[src/rtl/xsel_pkg.sv]
package xsel_pkg;
    // bit 1: first operand comes from a register; bit 0: second operand does
    typedef enum logic [1:0] {
        SEL_II = 2'b00,
        SEL_IR = 2'b01,
        SEL_RI = 2'b10,
        SEL_RR = 2'b11
    } sel_form_e;
endpackage

[src/rtl/xsel_operand.sv]
module xsel_operand #(
    parameter int XLEN  = 64,
    parameter int IMM_W = 5
) (
    input  logic             use_reg,
    input  logic [XLEN-1:0]  reg_val,
    input  logic [IMM_W-1:0] imm,
    output logic [XLEN-1:0]  opnd
);
    localparam int EXT_W = XLEN - IMM_W;

    logic [XLEN-1:0] imm_ext;

    always_comb begin
        imm_ext = {{EXT_W{imm[IMM_W-1]}}, imm};
        opnd    = use_reg ? reg_val : imm_ext;
    end
endmodule

[src/rtl/xsel_bitpick.sv]
module xsel_bitpick #(
    parameter int FIELD_W = 16,
    parameter int IDX_W   = $clog2(FIELD_W)
) (
    input  logic [FIELD_W-1:0] field,
    input  logic [IDX_W-1:0]   idx,
    output logic               bit_on
);
    logic [FIELD_W-1:0] hit;

    for (genvar i = 0; i < FIELD_W; i++) begin : g_hit
        assign hit[i] = field[i] && (idx == IDX_W'(i));
    end

    assign bit_on = |hit;
endmodule

[src/rtl/xsel_unit.sv]
module xsel_unit
    import xsel_pkg::*;
#(
    parameter int XLEN    = 64,
    parameter int IMM_W   = 5,
    parameter int FIELD_W = 16,
    parameter int RADDR_W = 5,
    localparam int IDX_W  = $clog2(FIELD_W)
) (
    input  logic               clk,
    input  logic               rst_n,
    input  logic               in_valid,
    input  logic [1:0]         in_variant,
    input  logic [XLEN-1:0]    in_ra_val,
    input  logic [XLEN-1:0]    in_rb_val,
    input  logic [IMM_W-1:0]   in_imm_a,
    input  logic [IMM_W-1:0]   in_imm_b,
    input  logic [IDX_W-1:0]   in_xbi,
    input  logic [FIELD_W-1:0] in_xfield,
    input  logic [RADDR_W-1:0] in_dest,
    input  logic               in_rc,
    output logic               wr_en,
    output logic [RADDR_W-1:0] wr_addr,
    output logic [XLEN-1:0]    wr_data,
    output logic               wr_rc
);
    localparam int N_OPND = 2;

    sel_form_e        form;
    logic [XLEN-1:0]  reg_src [N_OPND];
    logic [IMM_W-1:0] imm_src [N_OPND];
    logic [XLEN-1:0]  opnd    [N_OPND];
    logic             cond_on;
    logic [XLEN-1:0]  result;

    assign form       = sel_form_e'(in_variant);
    assign reg_src[0] = in_ra_val;
    assign reg_src[1] = in_rb_val;
    assign imm_src[0] = in_imm_a;
    assign imm_src[1] = in_imm_b;

    for (genvar g = 0; g < N_OPND; g++) begin : g_opnd
        xsel_operand #(
            .XLEN  (XLEN),
            .IMM_W (IMM_W)
        ) opnd_i (
            .use_reg (form[N_OPND-1-g]),
            .reg_val (reg_src[g]),
            .imm     (imm_src[g]),
            .opnd    (opnd[g])
        );
    end

    xsel_bitpick #(
        .FIELD_W (FIELD_W),
        .IDX_W   (IDX_W)
    ) pick_i (
        .field  (in_xfield),
        .idx    (in_xbi),
        .bit_on (cond_on)
    );

    assign result = cond_on ? opnd[0] : opnd[1];

    always_ff @(posedge clk) begin
        if (!rst_n) begin
            wr_en   <= 1'b0;
            wr_addr <= '0;
            wr_data <= '0;
            wr_rc   <= 1'b0;
        end else begin
            wr_en <= in_valid;
            if (in_valid) begin
                wr_addr <= in_dest;
                wr_data <= result;
                wr_rc   <= in_rc;
            end
        end
    end
endmodule

[config.mk]
export PLATFORM = sky130hd
export DESIGN_NAME = xsel_unit
export DESIGN_NICKNAME = d
export VERILOG_FILES = /design/src/rtl/xsel_pkg.sv /design/src/rtl/xsel_operand.sv /design/src/rtl/xsel_bitpick.sv /design/src/rtl/xsel_unit.sv
export SDC_FILE = /design/constraint.sdc
export NUM_CORES = 1
export LEC_CHECK = 0
export ABC_AREA = 1
export BUFFER_PORTS_ARGS = -buffer_cell sky130_fd_sc_hd__buf_2
export CAP_MARGIN = 20
export CORE_MARGIN = 2
export CORE_UTILIZATION = 40
export DETAILED_ROUTE_END_ITERATION = 6
export GPL_ROUTABILITY_DRIVEN = 1
export HOLD_SLACK_MARGIN = 0.02
export PLACE_DENSITY = 0.71
export SLEW_MARGIN = 20
export SYNTH_ARGS = -nofsm -noshare
export SYNTH_HDL_FRONTEND = slang
export SYNTH_HIERARCHICAL = 1
export SYNTH_SLANG_ARGS = --single-unit
[constraint.sdc]
create_clock -name clk -period 1.3 [get_ports clk]
set_input_delay 0.065 -clock clk [delete_from_list [all_inputs] [get_ports clk]]
set_output_delay 0.065 -clock clk [all_outputs]
set_load 0.1 [all_outputs]
==> results of run 1 <==
-- metrics by stage --
stage / setup TNS [ns] / setup WS [ns] / std cells
2_1_floorplan: 0 / 0.01464 / 916
3_3_place_gp: -9.085 / -0.1830 / 1279
3_5_place_dp: -12.50 / -0.2468 / 1279
4_1_cts: 0 / 0.1013 / 1301
5_1_grt: 0 / 0.009303 / 1302
6_report: 0 / 0.1146 / 1302
-- per-layer routing --
layer	global-route usage, %	wire [um]
met3	5.021	1012
met2	36.88	7159
met4	7.068	296
met1	29.63	6930
met5	0	0
-- cells by family (layout without fill, tap and decap cells) --
group / after synthesis / count (layout) / share of synthesized area, %
simple gates: 639 / 639 / 48.84
compound gates: 70 / 70 / 7.053
buf+inv: 136 / 353 / 15.49
other cells: 0 / 1 / 0
flops: 71 / 71 / 28.61
-- Yosys cell counts, drive strengths merged --
cell / n / share of area, %
o21ai: 70 / 7.1
dfxtp: 71 / 29
buf: 51 / 6.6
clkbuf: 13 / 3.4
inv: 72 / 5.4
nor2: 215 / 16
nand2: 412 / 31
nand3: 12 / 1.2
-- state kept, by name, summed over array words and instances, names as in the netlist --
name     cells
wr_en        1
wr_data     64
wr_addr      5
wr_rc        1
-- path summary, 6_finish.rpt --
| check | startpoint | depth (start not counted) | end | slack [ns] |
|---|---|---|---|---|
| setup reg to reg | wr_data[26]$_SDFFE_PN0P_ | 2 | wr_data[26]$_SDFFE_PN0P_ | 0.65 |
| hold reg to reg | wr_data[22]$_SDFFE_PN0P_ | 2 | wr_data[22]$_SDFFE_PN0P_ | 0.50 |
| setup / recovery | wr_data[26]$_SDFFE_PN0P_ | 1 | wr_data[26] | 0.11 |
| hold / removal | in_ra_val[63] | 7 | wr_data[63]$_SDFFE_PN0P_ | 0.13 |
-- power groups by stage --
stage | registers (W) | logic, W | clock network, W
global placement | 0.00249 | 0.00313 | 0
CTS | 0.00244 | 0.00316 | 0.00240
finish | 0.00245 | 0.00316 | 0.00236
detailed placement | 0.00249 | 0.00314 | 0
floorplan | 0.00381 | 0.00115 | 0
global route | 0.00246 | 0.00342 | 0.00254
-- area by class of cell --
| type | instances | area, um^2 |
|---|---|---|
| multi-input cells | 709 | 2786 |
| inverters | 72 | 270.3 |
| diodes | 1 | 2.502 |
| clock inverters | 5 | 32.53 |
| flip-flops and latches | 71 | 1421 |
| repair buffers | 265 | 1539 |
| clock buffers | 11 | 252.7 |
| fillers | 1322 | 5547 |
| well taps | 168 | 210.2 |
-- timing repair --
item                                    in CTS  in global routing
endpoints found under the hold margin        6                  0
resized for setup                            0                  3
endpoints found under the setup margin       0                 43
hold buffers                                 6                  0
==> qor.csv, run 1 <==
stage;metric;value;unit
power_and_ir_drop;Pleak;4.048;nW
grt;gr usage total;22.53;%
power_and_ir_drop;Net Sw Power;0.003406;W
clock_tree;Skew-Pair Late Insertion Delay;0.33;ns
grt;GRT overflow;0;
synthesis;Syn Inst Count;916;
power_and_ir_drop;IR Drop Worst-Case VDD;0.6322;mV
drt;Pre-Repair DR Iteration Count;5;
layout;commonest cells after routing, fill and taps aside;nand2_1 (409), buf_2 (236), nor2_1 (213);
timing;Slew Limit Headroom;65.92;%
grt;largest net degree at the start of global routing;72;
layout;post-route cell area;0.006515;mm^2
timing;Tcrit/Tclk final;91.18;%
worst_setup_path;endpoint type of the worst setup path;output pin;
clock_tree;post-CTS setup buffers;0;
worst_setup_path;WP data arrival;1.12;ns
floorplanning;Die Wd;115.4;um
floorplanning;core area;0.01206;mm^2
power_and_ir_drop;pwr dens;1222;mW/mm^2
placed_design;RD Place Congestion;0.8176;
grt;number of global-route vias before repair;5054;
flow_run;Max Cap Viol;0;
clock_tree;Max Root-Sink Buffers;2;
timing;fin crit period;1.185;ns
timing;final hold slack;0.1261;ns
synthesis;Syn Area/Cell;5.423;um^2
drt;Vias/cell;4.534;
floorplanning;row count;40;
worst_setup_path;worst-path cell chain;buf_2;
floorplanning;IO Pins;240;
power_and_ir_drop;total power;0.007964;W
power_and_ir_drop;switch share;42.77;%
clock_tree;Reg clk slew, reported paths;0.06;ns
clock_tree;CTS tree;built;
layout;Final nets;1297;
worst_setup_path;CP top delay family;buffers and inverters;
power_and_ir_drop;sequential power share;30.7;%
grt;initial antenna violation count;1;
timing;Max Clock Skew;0;ns
power_and_ir_drop;power share of the combinational group;39.6;%
worst_setup_path;CP required;1.24;ns
synthesis;Ys Warns;6;
worst_setup_path;crit path kind;reg -> out;
timing;Slew Limit Fails;0;
synthesis;Synth Cell Area;0.004967;mm^2
timing;RSZ-0062 raised after global routing;false;
drt;DRT antenna net count;0;
floorplanning;die area;0.01333;mm^2
synthesis;post-synth net total;1085;
floorplanning;Die Ht;115.4;um
clock_tree;CTS buffer count;9;
worst_setup_path;largest fanout on the critical path;2;
drt;total wire length;15400;um
placed_design;Cell Area, Placed;0.006160;mm^2
layout;final core occ;54.01;%
worst_setup_path;Crit-path slowest cell;buf_2;
placed_design;hpwl dp;10590;um
timing;Slew @ Worst Pin;0.5147;ns
power_and_ir_drop;Clk network pwr share;29.7;%
drt;DRC;0;
clock_tree;clk root buf;clkbuf_16;
clock_tree;clk sinks;71;
worst_setup_path;slowest stage delay, CP;0.44;ns
power_and_ir_drop;Power Internal;0.004558;W
synthesis;Seq/Total Area, Yosys;28.61;%
worst_setup_path;CP Launch Type;register;
synthesis;Yosys reg bits;71;
placed_design;IO Port Bufs;239;
timing;final setup fails;0;
min_path;Hold Path Class;in -> reg;
drt;DRT iter0 DRCs;476;
clock_tree;H-tree Lvls;3;
outcome;outcome;finished, final reports clean;
grt;first-pass GRT wire length;24140;um
layout;Area growth syn-to-layout;31.16;%
layout;commonest non-fill, non-tap cell in the layout;nand2_1;
drt;drt wl/cell;11.83;um
timing;final hold violation count;0;
synthesis;synth unique cells;14;
drt;vias post-DR;5903;
floorplanning;Initial Util;41.18;%
layout;fraction of layout cells with a size suffix above 1;25.07;%
timing;fmax;843.6;MHz
worst_setup_path;Buf+Inv Stages, Crit Path;1;
No activity file was read; power rests on OpenSTA's default activity.
==> run 2, diff against run 1 <==
--- a/config.mk
+++ b/config.mk
@@ -7,13 +7,13 @@
 export LEC_CHECK = 0
 export ABC_AREA = 1
 export BUFFER_PORTS_ARGS = -buffer_cell sky130_fd_sc_hd__buf_2
-export CAP_MARGIN = 20
+export CAP_MARGIN = 25
 export CORE_MARGIN = 2
-export CORE_UTILIZATION = 40
+export CORE_UTILIZATION = 25
 export DETAILED_ROUTE_END_ITERATION = 6
 export GPL_ROUTABILITY_DRIVEN = 1
 export HOLD_SLACK_MARGIN = 0.02
-export PLACE_DENSITY = 0.71
+export PLACE_DENSITY = 0.47
 export SLEW_MARGIN = 20
 export SYNTH_ARGS = -nofsm -noshare
 export SYNTH_HDL_FRONTEND = slang
==> run 2 against run 1 <==
- total power up 7.8%
- sequential share of layout area down 0.71 points
- critical path type unchanged
- clock power up 24%
- final area up 3.4%
- largest power group unchanged
==> qor.csv, run 2 (synthesis gave the netlist of run 1 again) <==
stage;metric;value;unit
outcome;outcome;finished, final reports clean;
drt;routed length on met3;1222;um
grt;gr usage total;16.83;%
floorplanning;die area;0.02101;mm^2
worst_setup_path;crit path kind;reg -> out;
timing;final hold violation count;0;
drt;Vias/cell;4.122;
worst_setup_path;endpoint type of the worst setup path;output pin;
worst_setup_path;CP Launch Type;register;
placed_design;IO Port Bufs;239;
clock_tree;CTS buffer count;9;
drt;Pre-Repair DR Iteration Count;4;
min_path;Hold EP;wr_data[45]$_SDFFE_PN0P_;
power_and_ir_drop;pwr dens;1274;mW/mm^2
worst_setup_path;CP top delay family;buffers and inverters;
clock_tree;Max Root-Sink Buffers;2;
clock_tree;H-tree Lvls;3;
layout;Layout fillers;2241;
clock_tree;clk sinks;71;
drt;DRT antenna net count;0;
flow_run;Max Cap Viol;0;
power_and_ir_drop;Pleak;4.091;nW
drt;vias post-DR;5791;
worst_setup_path;Buf+Inv Stages, Crit Path;1;
worst_setup_path;slowest stage delay, CP;0.43;ns
layout;commonest cells after routing, fill and taps aside;nand2_1 (409), buf_2 (236), nor2_1 (212);
drt;DRT iter0 DRCs;240;
floorplanning;Die Wd;145.0;um
timing;Slew Limit Headroom;65.23;%
worst_setup_path;largest fanout on the critical path;2;
worst_setup_path;R2R Path Start;wr_data[29]$_SDFFE_PN0P_;
worst_setup_path;origin of the worst setup path;wr_data[17]$_SDFFE_PN0P_;
layout;fraction of layout cells with a size suffix above 1;25.42;%
floorplanning;Die Ht;145.0;um
drt;total wire length;17900;um
drt;DRC;0;
timing;fmax;846.6;MHz
timing;final setup fails;0;
min_path;HP Start;in_ra_val[45];
worst_setup_path;Crit-path slowest cell;buf_2;
timing;Slew Limit Fails;0;
floorplanning;core area;0.01946;mm^2
drt;routed length on met1;8288;um
grt;initial antenna violation count;2;
drt;top layer in use;met4;
power_and_ir_drop;IR Drop Worst-Case VDD;0.6412;mV
timing;Total Neg Setup Slack;0;ns
worst_setup_path;CP required;1.24;ns
drt;drt wl/cell;12.74;um
layout;commonest non-fill, non-tap cell in the layout;nand2_1;
worst_setup_path;Worst R2R Setup Slack;0.66;ns
drt;met2 routed WL;8093;um
layout;largest register by flop count;wr_data;
worst_setup_path;end of the worst register-to-register path;wr_data[29]$_SDFFE_PN0P_;
worst_setup_path;Worst R2R Path Depth;2;
timing;Tcrit/Tclk final;90.86;%
grt;number of global-route vias before repair;5550;
min_path;Hold Path Class;in -> reg;
grt;largest net degree at the start of global routing;72;
layout;top flop regs;wr_data x64, wr_addr x5;
timing;fin crit period;1.181;ns
clock_tree;CTS tree;built;
clock_tree;clk root buf;clkbuf_16;
floorplanning;Initial Util;25.52;%
timing;Slew @ Worst Pin;0.5251;ns
layout;Final nets;1301;
min_path;Hold Crit Depth;7;
floorplanning;IO Pins;240;
clock_tree;Skew-Pair Late Insertion Delay;0.33;ns
placed_design;RD Place Congestion;0.8046;
timing;Max Clock Skew;0;ns
grt;GRT overflow;0;
timing;RSZ-0062 raised after global routing;false;
clock_tree;post-CTS setup buffers;0;
placed_design;hpwl dp;12650;um
layout;Area growth syn-to-layout;35.59;%
worst_setup_path;WP data arrival;1.12;ns
layout;max FFs per register;64;
worst_setup_path;worst-path cell chain;buf_2;
floorplanning;row count;51;
clock_tree;Reg clk slew, reported paths;0.07;ns
timing;final hold slack;0.1238;ns
grt;first-pass GRT wire length;28870;um
## run 2: changes by cell type in the layout (fill, tap and decap cells not counted)
cell	delta
bufinv_16	+3
diode_2	+2
clkinv_2	-1
nor2_2	+1
clkinvlp_4	+1
clkinv_4	-2
nor2_1	-1
buf_4	+4
clkbuf_8	-1
## run 2: final cells by class
class | count | area, um^2 | share of cell area (%)
Clock buffer | 10 | 239.0 | 3.548
Inverter | 72 | 270.3 | 4.013
Multi-Input combinational cell | 709 | 2789 | 41.41
Timing Repair Buffer | 269 | 1569 | 23.30
Clock inverter | 6 | 107.6 | 1.598
Sequential cell | 71 | 1421 | 21.10
Tap cell | 265 | 331.6 | 4.923
Antenna cell | 3 | 7.507 | 0.1115
## run 2: stage by stage
stage | instance area, um^2 | std cells | util [%] | power (W) | setup WS (ns)
4_1_cts | 6718 | 1402 | 34.52 | 0.008707 | 0.09434
6_report | 6735 | 1405 | 34.61 | 0.008583 | 0.1188
3_3_place_gp | 6311 | 1380 | 32.43 | 0.005695 | -0.2303
3_5_place_dp | 6311 | 1380 | 32.43 | 0.005693 | -0.2317
5_1_grt | 6733 | 1404 | 34.59 | 0.009061 | 0.001688
2_1_floorplan | 4967 | 916 | - | 0.004967 | 0.01464
## run 2: routing by layer
metal / vias to the layer above / global-route usage, %
met5: - / 0
met4: 0 / 4.455
met3: 15 / 4.371
met2: 168 / 28.26
met1: 2461 / 21.40
li1: 3147 / -
## run 2: how the worst max path moves through the flow
stage                               endpoint  slack (ns)  cells after the start
finish                           wr_data[17]        0.12                      1
global route        wr_data[32]$_SDFFE_PN0P_       0.002                     12
CTS                              wr_data[10]        0.09                      1
detailed placement  wr_data[15]$_SDFFE_PN0P_       -0.23                     13
global placement     wr_data[6]$_SDFFE_PN0P_       -0.23                     13
floorplan                 wr_rc$_SDFFE_PN0P_        0.01                      2
## run 2: timing repair
item,4_1_cts,5_1_grt
hold endpoints to repair,6,0
endpoints found under the setup margin,0,60
gates resized for setup,0,4
hold buffers,6,0
## run 2: power breakdown
| part | switching (W) | internal (W) | total (W) |
|---|---|---|---|
| clock | 0.00101 | 0.00192 | 0.00293 |
| combinational | 0.00239 | 0.000814 | 0.00320 |
| sequential | 0.0000843 | 0.00236 | 0.00245 |
| total | 0.00348 | 0.00510 | 0.00858 |
